<file path="src/rtl/touch_setup_pkg.sv">
package touch_setup_pkg;
  localparam int CMD_BITS  = 8;
  localparam int DATA_BITS = 4;
  localparam int WR_LAST   = CMD_BITS + DATA_BITS;      // 12
  localparam int RD_FIRST  = CMD_BITS + 1;              // turnaround clock
  localparam int RD_LAST   = RD_FIRST + DATA_BITS;      // 13
  localparam int CNT_W     = $clog2(RD_LAST + 3);

  localparam logic [3:0] SETUP_PREFIX = 4'b1010;
  localparam logic [2:0] A_FUNC  = 3'd0;
  localparam logic [2:0] A_SEQ   = 3'd1;
  localparam logic [2:0] A_INTV  = 3'd2;
  localparam logic [2:0] A_PWR   = 3'd3;
  localparam logic [2:0] A_AUTO  = 3'd7;
  localparam logic [1:0] SLEEP_RSVD = 2'b11;

  typedef struct packed {
    logic       panel_5w;
    logic       cont;
    logic       cnt10;
    logic       ddly;
    logic [2:0] seq_mode;
    logic [2:0] interval;
    logic [1:0] sleep;
  } setup_regs_t;

  typedef struct packed {
    logic       setup;
    logic [2:0] addr;
    logic       rd;
  } setup_cmd_t;
endpackage

</file>
<file path="src/rtl/tsr_spi_front.sv">
module tsr_spi_front #(
  parameter int SYNC_STAGES = 2,
  parameter int CNT_W       = 4,
  parameter int SHIFT_W     = 8
) (
  input  logic               clk_i,
  input  logic               rst_ni,
  input  logic               csn_i,
  input  logic               sclk_i,
  input  logic               din_i,
  output logic               active_o,
  output logic               rise_stb_o,
  output logic               fall_stb_o,
  output logic [CNT_W-1:0]   bit_cnt_o,
  output logic [SHIFT_W-1:0] shift_o
);
  localparam logic [CNT_W-1:0] CNT_MAX = '1;

  logic [SYNC_STAGES-1:0] csn_sync, sclk_sync, din_sync;
  logic csn_s, sclk_s, din_s, sclk_d;

  always_ff @(posedge clk_i or negedge rst_ni) begin
    if (!rst_ni) begin
      csn_sync  <= '1;
      sclk_sync <= '0;
      din_sync  <= '0;
    end else begin
      csn_sync  <= {csn_sync[SYNC_STAGES-2:0], csn_i};
      sclk_sync <= {sclk_sync[SYNC_STAGES-2:0], sclk_i};
      din_sync  <= {din_sync[SYNC_STAGES-2:0], din_i};
    end
  end

  assign csn_s  = csn_sync[SYNC_STAGES-1];
  assign sclk_s = sclk_sync[SYNC_STAGES-1];
  assign din_s  = din_sync[SYNC_STAGES-1];

  always_ff @(posedge clk_i or negedge rst_ni) begin
    if (!rst_ni) begin
      sclk_d     <= 1'b0;
      rise_stb_o <= 1'b0;
      fall_stb_o <= 1'b0;
      active_o   <= 1'b0;
      bit_cnt_o  <= '0;
      shift_o    <= '0;
    end else begin
      sclk_d     <= sclk_s;
      rise_stb_o <= 1'b0;
      fall_stb_o <= 1'b0;
      if (csn_s) begin
        active_o  <= 1'b0;
        bit_cnt_o <= '0;
        shift_o   <= '0;
      end else begin
        active_o <= 1'b1;
        if (sclk_s && !sclk_d) begin
          rise_stb_o <= 1'b1;
          if (bit_cnt_o != CNT_MAX) bit_cnt_o <= bit_cnt_o + 1'b1;
          shift_o <= {shift_o[SHIFT_W-2:0], din_s};
        end
        if (!sclk_s && sclk_d) fall_stb_o <= 1'b1;
      end
    end
  end

  AST_STB_EXCL: assert property (@(posedge clk_i) disable iff (!rst_ni)
    !(rise_stb_o && fall_stb_o));
  AST_IDLE_CNT_CLR: assert property (@(posedge clk_i) disable iff (!rst_ni)
    (active_o && csn_s) |=> (bit_cnt_o == '0));
endmodule

</file>
<file path="src/rtl/tsr_cmd_dec.sv">
module tsr_cmd_dec
  import touch_setup_pkg::*;
#(
  parameter int CNT_W = 4
) (
  input  logic             clk_i,
  input  logic             rst_ni,
  input  logic             active_i,
  input  logic             rise_stb_i,
  input  logic [CNT_W-1:0] bit_cnt_i,
  input  logic [7:0]       shift_i,
  output logic             wr_en_o,
  output logic [2:0]       wr_addr_o,
  output logic [3:0]       wr_data_o,
  output logic             rd_frame_o,
  output logic [2:0]       rd_addr_o,
  output logic             arm_o,
  output logic             res_rd_o
);
  localparam logic [CNT_W-1:0] CNT_CMD = CNT_W'(CMD_BITS);
  localparam logic [CNT_W-1:0] CNT_WR  = CNT_W'(WR_LAST);

  setup_cmd_t cmd_q, cmd_new;
  logic       cmd_vld_q;

  always_comb begin
    cmd_new.setup = (shift_i[7:4] == SETUP_PREFIX);
    cmd_new.addr  = shift_i[3:1];
    cmd_new.rd    = shift_i[0];
  end

  always_ff @(posedge clk_i or negedge rst_ni) begin
    if (!rst_ni) begin
      cmd_q     <= '0;
      cmd_vld_q <= 1'b0;
      wr_en_o   <= 1'b0;
      wr_addr_o <= '0;
      wr_data_o <= '0;
      arm_o     <= 1'b0;
      res_rd_o  <= 1'b0;
    end else begin
      wr_en_o  <= 1'b0;
      arm_o    <= 1'b0;
      res_rd_o <= 1'b0;
      if (!active_i) begin
        cmd_vld_q <= 1'b0;
      end else if (rise_stb_i && bit_cnt_i == CNT_CMD) begin
        cmd_q     <= cmd_new;
        cmd_vld_q <= 1'b1;
        if (cmd_new.setup && cmd_new.addr == A_AUTO) begin
          arm_o    <= !cmd_new.rd;
          res_rd_o <= cmd_new.rd;
        end
      end else if (rise_stb_i && bit_cnt_i == CNT_WR && cmd_vld_q &&
                   cmd_q.setup && !cmd_q.rd && cmd_q.addr != A_AUTO) begin
        wr_en_o   <= 1'b1;
        wr_addr_o <= cmd_q.addr;
        wr_data_o <= shift_i[3:0];
      end
    end
  end

  assign rd_frame_o = cmd_vld_q && cmd_q.setup && cmd_q.rd && (cmd_q.addr != A_AUTO);
  assign rd_addr_o  = cmd_q.addr;

  AST_WR_AT_BIT12: assert property (@(posedge clk_i) disable iff (!rst_ni)
    wr_en_o |-> (bit_cnt_i == CNT_WR));
  AST_PULSE_EXCL: assert property (@(posedge clk_i) disable iff (!rst_ni)
    $onehot0({arm_o, res_rd_o, wr_en_o}));
  AST_ARM_SINGLE: assert property (@(posedge clk_i) disable iff (!rst_ni)
    arm_o |=> !arm_o);
  AST_RES_SINGLE: assert property (@(posedge clk_i) disable iff (!rst_ni)
    res_rd_o |=> !res_rd_o);
endmodule

</file>
<file path="src/rtl/tsr_regfile.sv">
module tsr_regfile
  import touch_setup_pkg::*;
(
  input  logic        clk_i,
  input  logic        rst_ni,
  input  logic        wr_en_i,
  input  logic [2:0]  wr_addr_i,
  input  logic [3:0]  wr_data_i,
  input  logic [2:0]  rd_addr_i,
  input  logic [1:0]  status_i,
  output setup_regs_t regs_o,
  output logic [3:0]  rd_data_o
);
  setup_regs_t regs_q;

  always_ff @(posedge clk_i or negedge rst_ni) begin
    if (!rst_ni) begin
      regs_q <= '0;
    end else if (wr_en_i) begin
      unique case (wr_addr_i)
        A_FUNC: {regs_q.panel_5w, regs_q.cont, regs_q.cnt10, regs_q.ddly} <= wr_data_i;
        A_SEQ:  regs_q.seq_mode <= wr_data_i[3:1];
        A_INTV: regs_q.interval <= wr_data_i[3:1];
        A_PWR:  if (wr_data_i[3:2] != SLEEP_RSVD) regs_q.sleep <= wr_data_i[3:2];
        default: ;
      endcase
    end
  end

  always_comb begin
    unique case (rd_addr_i)
      A_FUNC:  rd_data_o = {regs_q.panel_5w, regs_q.cont, regs_q.cnt10, regs_q.ddly};
      A_SEQ:   rd_data_o = {regs_q.seq_mode, 1'b0};
      A_INTV:  rd_data_o = {regs_q.interval, 1'b0};
      A_PWR:   rd_data_o = {regs_q.sleep, status_i};
      default: rd_data_o = 4'b0000;
    endcase
  end

  assign regs_o = regs_q;

  AST_HOLD_NO_WR: assert property (@(posedge clk_i) disable iff (!rst_ni)
    !wr_en_i |=> $stable(regs_q));
  AST_RSVD_WR: assert property (@(posedge clk_i) disable iff (!rst_ni)
    (wr_en_i && wr_addr_i[2]) |=> $stable(regs_q));
  AST_SLEEP_LEGAL: assert property (@(posedge clk_i) disable iff (!rst_ni)
    regs_q.sleep != SLEEP_RSVD);
endmodule

</file>
<file path="src/rtl/tsr_dout.sv">
module tsr_dout
  import touch_setup_pkg::*;
#(
  parameter int CNT_W = 4
) (
  input  logic             clk_i,
  input  logic             rst_ni,
  input  logic             active_i,
  input  logic             fall_stb_i,
  input  logic [CNT_W-1:0] bit_cnt_i,
  input  logic             rd_frame_i,
  input  logic [3:0]       rd_data_i,
  output logic             dout_o,
  output logic             oe_o
);
  localparam logic [CNT_W-1:0] CNT_TURN = CNT_W'(RD_FIRST);
  localparam logic [CNT_W-1:0] CNT_END  = CNT_W'(RD_LAST);

  logic [3:0] shift_q;
  logic       oe_q;

  always_ff @(posedge clk_i or negedge rst_ni) begin
    if (!rst_ni) begin
      shift_q <= '0;
      oe_q    <= 1'b0;
    end else if (!active_i) begin
      oe_q <= 1'b0;
    end else if (fall_stb_i && rd_frame_i) begin
      if (bit_cnt_i == CNT_TURN) begin
        shift_q <= rd_data_i;
        oe_q    <= 1'b1;
      end else if (bit_cnt_i > CNT_TURN && bit_cnt_i < CNT_END) begin
        shift_q <= {shift_q[2:0], 1'b0};
      end else if (bit_cnt_i >= CNT_END) begin
        oe_q <= 1'b0;
      end
    end
  end

  assign oe_o   = oe_q;
  assign dout_o = oe_q & shift_q[3];

  AST_OE_DROP: assert property (@(posedge clk_i) disable iff (!rst_ni)
    !active_i |=> !oe_q);
  AST_OE_WINDOW: assert property (@(posedge clk_i) disable iff (!rst_ni)
    (oe_q && active_i) |-> (bit_cnt_i >= CNT_TURN && bit_cnt_i <= CNT_END));
  AST_OE_READ_ONLY: assert property (@(posedge clk_i) disable iff (!rst_ni)
    (oe_q && active_i) |-> rd_frame_i);
endmodule

</file>
<file path="src/rtl/touch_setup_regs.sv">
module touch_setup_regs
  import touch_setup_pkg::*;
#(
  parameter int SYNC_STAGES = 2
) (
  input  logic       clk_i,
  input  logic       rst_ni,
  input  logic       csn_i,
  input  logic       sclk_i,
  input  logic       din_i,
  input  logic [1:0] seq_status_i,
  output logic       dout_o,
  output logic       dout_oe_o,
  output logic       panel_5w_o,
  output logic       cont_mode_o,
  output logic       conv_cnt_o,
  output logic       data_dly_o,
  output logic [2:0] seq_mode_o,
  output logic [2:0] interval_o,
  output logic [1:0] sleep_o,
  output logic       seq_arm_o,
  output logic       result_rd_o
);
  logic             active, rise_stb, fall_stb;
  logic [CNT_W-1:0] bit_cnt;
  logic [7:0]       shift;
  logic             wr_en, rd_frame;
  logic [2:0]       wr_addr, rd_addr;
  logic [3:0]       wr_data, rd_data;
  setup_regs_t      regs;

  tsr_spi_front #(.SYNC_STAGES(SYNC_STAGES), .CNT_W(CNT_W), .SHIFT_W(CMD_BITS)) u_front (
    .clk_i, .rst_ni, .csn_i, .sclk_i, .din_i,
    .active_o(active), .rise_stb_o(rise_stb), .fall_stb_o(fall_stb),
    .bit_cnt_o(bit_cnt), .shift_o(shift)
  );

  tsr_cmd_dec #(.CNT_W(CNT_W)) u_dec (
    .clk_i, .rst_ni,
    .active_i(active), .rise_stb_i(rise_stb), .bit_cnt_i(bit_cnt), .shift_i(shift),
    .wr_en_o(wr_en), .wr_addr_o(wr_addr), .wr_data_o(wr_data),
    .rd_frame_o(rd_frame), .rd_addr_o(rd_addr),
    .arm_o(seq_arm_o), .res_rd_o(result_rd_o)
  );

  tsr_regfile u_regs (
    .clk_i, .rst_ni,
    .wr_en_i(wr_en), .wr_addr_i(wr_addr), .wr_data_i(wr_data),
    .rd_addr_i(rd_addr), .status_i(seq_status_i),
    .regs_o(regs), .rd_data_o(rd_data)
  );

  tsr_dout #(.CNT_W(CNT_W)) u_dout (
    .clk_i, .rst_ni,
    .active_i(active), .fall_stb_i(fall_stb), .bit_cnt_i(bit_cnt),
    .rd_frame_i(rd_frame), .rd_data_i(rd_data),
    .dout_o(dout_o), .oe_o(dout_oe_o)
  );

  assign panel_5w_o  = regs.panel_5w;
  assign cont_mode_o = regs.cont;
  assign conv_cnt_o  = regs.cnt10;
  assign data_dly_o  = regs.ddly;
  assign seq_mode_o  = regs.seq_mode;
  assign interval_o  = regs.interval;
  assign sleep_o     = regs.sleep;

  AST_AUTO_NO_DRIVE: assert property (@(posedge clk_i) disable iff (!rst_ni)
    (seq_arm_o || result_rd_o) |-> !dout_oe_o);
endmodule

</file>
<file path="config.mk">
export PLATFORM = sky130hd
export DESIGN_NAME = touch_setup_regs
export DESIGN_NICKNAME = d
export VERILOG_FILES = /design/src/rtl/touch_setup_pkg.sv /design/src/rtl/tsr_spi_front.sv /design/src/rtl/tsr_cmd_dec.sv /design/src/rtl/tsr_regfile.sv /design/src/rtl/tsr_dout.sv /design/src/rtl/touch_setup_regs.sv
export SDC_FILE = /design/constraint.sdc
export NUM_CORES = 1
export LEC_CHECK = 0
export BUFFER_PORTS_ARGS = -buffer_cell sky130_fd_sc_hd__buf_2
export CAP_MARGIN = 40
export CORE_MARGIN = 4
export CORE_UTILIZATION = 35
export CTS_BUF_LIST = sky130_fd_sc_hd__clkbuf_8
export CTS_CLUSTER_DIAMETER = 80
export DETAILED_ROUTE_END_ITERATION = 10
export PLACE_DENSITY = 0.59
export REMOVE_ABC_BUFFERS = 1
export SLEW_MARGIN = 20
export SYNTH_ARGS = -nofsm -noshare
export SYNTH_HDL_FRONTEND = slang
export SYNTH_HIERARCHICAL = 1
export SYNTH_SLANG_ARGS = --single-unit
</file>
<file path="constraint.sdc">
create_clock -name clk_i -period 5.6 [get_ports clk_i]
set_clock_uncertainty 0.15 [all_clocks]
set_input_delay 0.28 -clock clk_i [delete_from_list [all_inputs] [get_ports clk_i]]
set_output_delay 0.28 -clock clk_i [all_outputs]
set_load 0.01 [all_outputs]
</file>
==> run_results.csv, run 1 <==
group,metric,value,unit
clock_tree,htreeDepth,2,
detailed_routing,vias,1471,
critical_path,reg2reg_from,"u_dec/rd_addr_o[0]",
clock_tree,path_clk_slew,100,ps
floorplanning,ios,23,
yosys,yosys.cell_types.count,41,
clock_tree,numCtsBuffers,5,
critical_path,max_stage_delay,590,ps
run,max-cap-violations,0,
detailed_routing,drt-pass1-iter-count,4,
critical_path,endpoint,"u_dout/shift_q[1]",
detailed_routing,wl_per_cell,15.03,um
cells_and_area,n_antenna_cell,0,
cells_and_area,nets,215,
detailed_routing,wl,4329,um
cells_and_area,final_cell_mix,"dfrtp_1 (53), mux2_2 (26), buf_2 (22)",
critical_path,crit_slowest_cell,"mux4_1",
critical_path,crit_family,"multiplexers",
yosys,avgSynthCellArea,13.49,um2
floorplanning,rows,30,
floorplanning,core,6756,um2
timing,relSlewSlack,54.62,%
critical_path,crit_path_start_kind,"register",
pwr,power_density,236.3,nW/um2
cells_and_area,fin_util,40.20,%
clock_tree,cts_resized,0,
global_routing,overflow,0,
cells_and_area,synthToLayoutAreaGrowth,11.85,%
clock_tree,cts_tree,"built",
global_routing,grt_max_degree,56,
detailed_routing,drt-initial-drc-count,56,
worst_hold_path,hp-class,"register to register",
clock_tree,cts_buffer_depth,2,
yosys,yosys_register_bits,55,
pwr,ir_worst_vdd,0.1650,mV
cells_and_area,layout-drive-gt1-share,34.62,%
pwr,combPwrFrac,3.4,%
global_routing,grt_use_total,11.28,%
critical_path,path_depth,4,
yosys,syn_area,2429,um2
timing,rsz0062_at_grt,"no",
yosys,yosysWarnings,6,
pwr,intPower,496.8,uW
critical_path,worstPathArrival,2120,ps
pwr,pwr-share-seq,63.7,%
timing,finalHoldViolCount,0,
timing,setup_viol,0,
pwr,p_sw_share,22.59,%
floorplanning,die_w,91.30,um
timing,fmax,0.4832,GHz
critical_path,crit_start,"u_dec/rd_addr_o[0]",
placement,routabilityCongestion,0.7501,
global_routing,grt_pass1_vias,1468,
detailed_routing,drc_errors,0,
global_routing,grt_pass1_wl,7562,um
critical_path,rr_worst_depth,4,
floorplanning,start_util,35.94,%
critical_path,cp.required,5650,ps
clock_tree,postCtsSetupBuffers,0,
timing,min_period,2070,ps
pwr,leakage,0.001264,uW
pwr,p_switching,145.0,uW
timing,period_share,36.96,%
critical_path,endpoint_kind,"register",
cells_and_area,final_common_cell,"dfrtp_1",
floorplanning,die_area,8336,um2
clock_tree,cts_root_buf,"clkbuf_8",
critical_path,reg2reg_slack,3530,ps
pwr,p_clk_share,32.9,%
detailed_routing,vias_per_cell,5.108,
critical_path,crit_chain,"mux4_1, nor2b_1, mux2_1, mux2_2",
yosys,seq_area_frac_synth,56.77,%
placement,port_buffers,22,
status,outcome,"complete, no violations",
clock_tree,clock_latency,300,ps
critical_path,cp_max_fo,8,
placement,place_hpwl,3013,um
detailed_routing,drtAntennaViolNets,0,
floorplanning,die_h,91.30,um
timing,worstMarginPinSlew,680.7,ps
clock_tree,cts.sink_count,55,
clock_tree,hold_buffers,4,
yosys,synthCells,180,
global_routing,antenna_found_initial,0,
timing,fin_tns_setup,0,ps
critical_path,worst-path-buf-inv,0,
critical_path,critPathKind,"register to register",
critical_path,r2r_end,"u_dout/shift_q[1]",
timing,final-max-slew-violation-count,0,
flip-flops by register name, summed over array words and instances (netlist names), 2 cells and up:
register	count
u_front/sclk_sync	2
u_dec/rd_addr_o	3
u_front/csn_sync	2
u_front/shift_o	8
u_dec/cmd_q	2
u_front/din_sync	2
u_dec/wr_data_o	4
u_dec/wr_addr_o	3
u_regs/regs_o	12
u_front/bit_cnt_o	4
u_dout/shift_q	4
worst register-to-register path: cells and delay by family (launching register included):
family / cells / cell delay, ps
flip-flops: 1 / 530
AND/OR/NAND/NOR: 1 / 150
multiplexers: 3 / 1140
layout make-up:
class,count,area [um2]
fillers,664,4040
multi-input cells,114,979.7
flip-flops and latches,55,1379
repair buffers,27,157.7
clock buffers,5,68.82
clock inverters,3,16.27
well taps,80,100.1
inverters,4,15.01
how the worst min path moves through the flow:
stage | depth (start not counted) | slack, ps | end | start
2_1_floorplan | 0 | -170 | u_dec/arm_o | rst_ni
3_3_place_gp | 0 | 180 | u_front/sclk_sync[1] | u_front/sclk_sync[0]
3_5_place_dp | 0 | 190 | u_front/sclk_sync[1] | u_front/sclk_sync[0]
4_1_cts | 0 | 210 | u_front/sclk_sync[1] | u_front/sclk_sync[0]
5_1_grt | 0 | 220 | u_front/sclk_sync[1] | u_front/sclk_sync[0]
6_report | 0 | 210 | u_front/sclk_sync[1] | u_front/sclk_sync[0]
power groups by stage:
stage               sequential [uW]  clock (uW)  combinational (uW)
floorplan                       415           0                8.22
global placement                416           0                20.4
detailed placement              417           0                20.4
CTS                             409         219                22.5
global route                    410         241                25.3
finish                          409         211                21.7
logic make-up (layout without fill, tap and decap cells):
| kind of cell | count (synthesis) | in the layout | synth area share, % |
|---|---|---|---|
| AOI/OAI and AO/OA | 18 | 18 | 4.843 |
| adders and majority gates | 1 | 1 | 0.5151 |
| buffers and inverters | 11 | 39 | 2.885 |
| DFF | 55 | 55 | 56.77 |
| muxes | 35 | 35 | 17.62 |
| and+or+nand+nor | 60 | 60 | 17.36 |
Yosys cell counts, drive strengths merged:
| library cell | n | area [um2] |
|---|---|---|
| o22a | 2 | 17.52 |
| nor3 | 4 | 25.02 |
| nand3b | 1 | 7.510 |
| mux2i | 3 | 30.03 |
| nor4b | 2 | 47.55 |
| nor4 | 1 | 12.51 |
| a21boi | 1 | 7.510 |
| o21ai | 2 | 10.01 |
| a31oi | 1 | 12.51 |
| or2 | 1 | 6.260 |
| mux2 | 29 | 326.6 |
| o21a | 1 | 7.510 |
| and4b | 1 | 10.01 |
| dfrtp | 53 | 1326 |
| nor2 | 6 | 22.52 |
| and2 | 1 | 6.260 |
| or3b | 2 | 17.52 |
| nand2 | 21 | 78.83 |
| and4bb | 4 | 53.81 |
| a21oi | 10 | 50.05 |
| mux4 | 3 | 71.32 |
| nor4bb | 1 | 10.01 |
| nand3 | 4 | 20.02 |
| nand2b | 1 | 13.76 |
| buf | 7 | 55.05 |
| a211oi | 1 | 12.51 |
| nand4 | 1 | 6.260 |
| nor2b | 5 | 31.28 |
| ha | 1 | 12.51 |
| inv | 4 | 15.01 |
| nor3b | 1 | 7.510 |
| dfstp | 2 | 52.55 |
| and4 | 1 | 8.760 |
| nand4b | 1 | 8.760 |
| nand4bb | 1 | 27.53 |
routing by layer:
layer | wire [um] | global-route usage [%] | up-vias | part of all wire, %
li1 | - | - | 696 | -
met1 | 2153 | 16.14 | 746 | 50
met2 | 1984 | 16.62 | 23 | 46
met3 | 125 | 2.651 | 6 | 2.9
met4 | 65 | 4.146 | 0 | 1.5
met5 | 0 | 0 | - | 0
stage by stage:
step	cells	power (uW)	setup slack, ps	hold slack (ps)	instance area [um2]
2_1_floorplan	173	422.9	3656	-165.6	2374
3_3_place_gp	276	436.8	3601	183.7	2591
3_5_place_dp	276	437.0	3540	188.7	2591
4_1_cts	288	650.5	3518	211.0	2716
5_1_grt	288	676.3	3481	215.6	2716
6_report	288	641.8	3530	207.7	2716
Note: power is estimated with default switching activity, not from simulation.
==> run 2, diff against run 1 <==
ABC_AREA = 1   (was default)
clock period = 2.02 ns   (was 5.6 ns; I/O delays follow)
==> run_results.csv, run 2 <==
group,metric,value,unit
clock_tree,cts_resized,0,
worst_hold_path,hold_path_depth,7,
global_routing,overflow,0,
pwr,leakage,0.001562,uW
critical_path,rr_worst_depth,7,
detailed_routing,vias,2040,
critical_path,reg2reg_slack,490,ps
yosys,avgSynthCellArea,8.193,um2
worst_hold_path,min_to,"u_dout/shift_q[0]",
cells_and_area,n_fill_cell,784,
status,outcome,"complete, no violations",
clock_tree,cts_tree,"built",
critical_path,crit_top_cell,"nand2_1",
detailed_routing,drc_errors,0,
critical_path,endpoint_kind,"register",
timing,fin_tns_setup,0,ps
timing,min_period,1527,ps
timing,period_share,75.61,%
cells_and_area,largest_reg_flops,12,
placement,place_hpwl,3777,um
yosys,synth_top_area_share,50.43,%
floorplanning,die_h,94.69,um
yosys,synth_largest_area_cell,"dfrtp_1",
critical_path,cp_max_fo,8,
global_routing,antenna_found_initial,0,
yosys,synth_ff_type,"dfrtp_1",
timing,rsz0062_at_grt,"no",
cells_and_area,n_antenna_cell,0,
detailed_routing,drtAntennaViolNets,0,
clock_tree,numCtsBuffers,5,
detailed_routing,drt-pass1-iter-count,5,
global_routing,grt_pass1_wl,9342,um
clock_tree,clock_latency,300,ps
cells_and_area,nets,360,
global_routing,grt_pass1_vias,2060,
yosys,synth_area_leaders,"dfrtp_1 (50%), nand2_1 (16%), nand3_1 (7.8%), inv_1 (5.1%), nor2_4 (3.0%)",
critical_path,reg2reg_from,"u_dec/rd_addr_o[0]",
yosys,synth_edf_count,0,
floorplanning,start_util,36.07,%
pwr,power_density,608.5,nW/um2
yosys,yosysWarnings,6,
timing,finalHoldViolCount,0,
detailed_routing,vias_per_cell,4.513,
detailed_routing,wl_per_cell,11.26,um
detailed_routing,drt-initial-drc-count,141,
run,max-cap-violations,0,
critical_path,r2r_end,"u_dout/oe_o",
clock_tree,htreeDepth,2,
timing,fin_hold_ws,63.85,ps
timing,fmax,0.6547,GHz
critical_path,cp.required,2080,ps
critical_path,crit_chain,"inv_1, nor2_1, nor3_1, nand2_1, clkinv_2, nand4_1, nand2_1",
placement,port_buffers,22,
yosys,yosys.cell_types.count,24,
floorplanning,die_area,8965,um2
pwr,ir_worst_vdd,0.4007,mV
critical_path,max_stage_delay,510,ps
clock_tree,cts_buffer_depth,2,
clock_tree,hold_buffers,4,
floorplanning,die_w,94.69,um
clock_tree,path_clk_slew,100,ps
clock_tree,postCtsSetupBuffers,0,
clock_tree,cts_root_buf,"clkbuf_8",
worst_hold_path,hp-class,"input port to register",
timing,worstMarginPinSlew,525.2,ps
floorplanning,core,7292,um2
global_routing,grt_max_degree,26,
clock_tree,cts.sink_count,55,
yosys,synth-async-reset-ratio,100.0,%
cells_and_area,final_cell_mix,"nand2_1 (109), dfrtp_1 (53), nand3_1 (41)",
yosys,synth_most_common_cell,"nand2_1",
critical_path,critPathKind,"register to register",
cells_and_area,synthToLayoutAreaGrowth,13.80,%
cells_and_area,layout-drive-gt1-share,18.41,%
timing,relSlewSlack,64.98,%
worst_hold_path,min-delay-start,"seq_status_i[0]",
detailed_routing,wl,5091,um
yosys,yosys_register_bits,55,
yosys,syn_area,2630,um2
critical_path,worstPathArrival,1590,ps
yosys,synthCells,321,
yosys,seq_area_frac_synth,52.43,%
critical_path,crit_slowest_cell,"dfrtp_1",
timing,setup_viol,0,
cells_and_area,final_common_cell,"nand2_1",
placement,routabilityCongestion,0.7758,
critical_path,crit_path_start_kind,"register",
floorplanning,rows,31,
global_routing,grt_use_total,12.83,%
floorplanning,ios,23,
timing,final-max-slew-violation-count,0,
yosys,ys_top_cells_by_count,"nand2_1 (109), dfrtp_1 (53), nand3_1 (41), inv_1 (36), nor2_1 (18)",
==> run 2: worst max-delay path by stage <==
stage                            start                 to  slack [ps]  depth (start not counted)
floorplan           u_dec/rd_addr_o[1]        u_dout/oe_o         680                          7
global placement    u_dec/rd_addr_o[0]        u_dout/oe_o         480                          7
detailed placement  u_dec/rd_addr_o[0]        u_dout/oe_o         490                          7
CTS                 u_dec/rd_addr_o[0]        u_dout/oe_o         470                          7
global route        u_dec/rd_addr_o[0]  u_dout/shift_q[3]         320                          8
finish              u_dec/rd_addr_o[0]        u_dout/oe_o         490                          7
==> run 2: layout make-up <==
| class | count | area [um2] | area share [%] |
|---|---|---|---|
| inverter | 45 | 172.7 | 5.769 |
| clock inverter | 3 | 22.52 | 0.7525 |
| multi-input combinational | 217 | 1049 | 35.03 |
| timing repair buffer | 28 | 177.7 | 5.936 |
| clock buffer | 5 | 68.82 | 2.299 |
| sequential | 55 | 1379 | 46.07 |
| tap | 99 | 123.9 | 4.139 |
==> run 2: layer usage <==
layer	GRT usage (%)	share of wire (%)	vias to the layer above
li1	-	-	1072
met1	17.76	49	924
met2	20.79	45	42
met3	2.470	5.3	2
met4	3.005	0.49	0
met5	0	0	-
==> run 2: critical path: cells and delay by family, from the launching register on <==
| kind | cells | cell delay [ps] |
|---|---|---|
| buf+inv | 2 | 200 |
| flops | 1 | 510 |
| simple gates | 5 | 570 |
==> run 2: cells by family (layout without fill, tap and decap cells) <==
logic type / count (synthesis) / after routing / share of synthesized area, %
and+or+nand+nor: 204 / 204 / 36.87
adders and majority gates: 1 / 1 / 0.4757
AOI/OAI and AO/OA: 12 / 12 / 2.521
DFF: 55 / 55 / 52.43
buffers and inverters: 49 / 81 / 7.707
==> run 2: per-stage QoR <==
stage	cells	util, %	cell area [um2]	worst slack, ps	total power [uW]
6_report	452	41.04	2993	492.7	1821
5_1_grt	452	41.04	2993	316.7	1915
4_1_cts	452	41.04	2993	469.6	1853
3_5_place_dp	440	39.24	2861	487.1	1217
3_3_place_gp	440	39.24	2861	476.7	1216
2_1_floorplan	317	-	2600	675.0	1173
==> run 2: where the power goes <==
part,switching (uW),internal (uW),total (uW)
clock,370,252,622
combinational,45.0,23.6,68.6
sequential,15.5,1120,1130
total,431,1390,1820
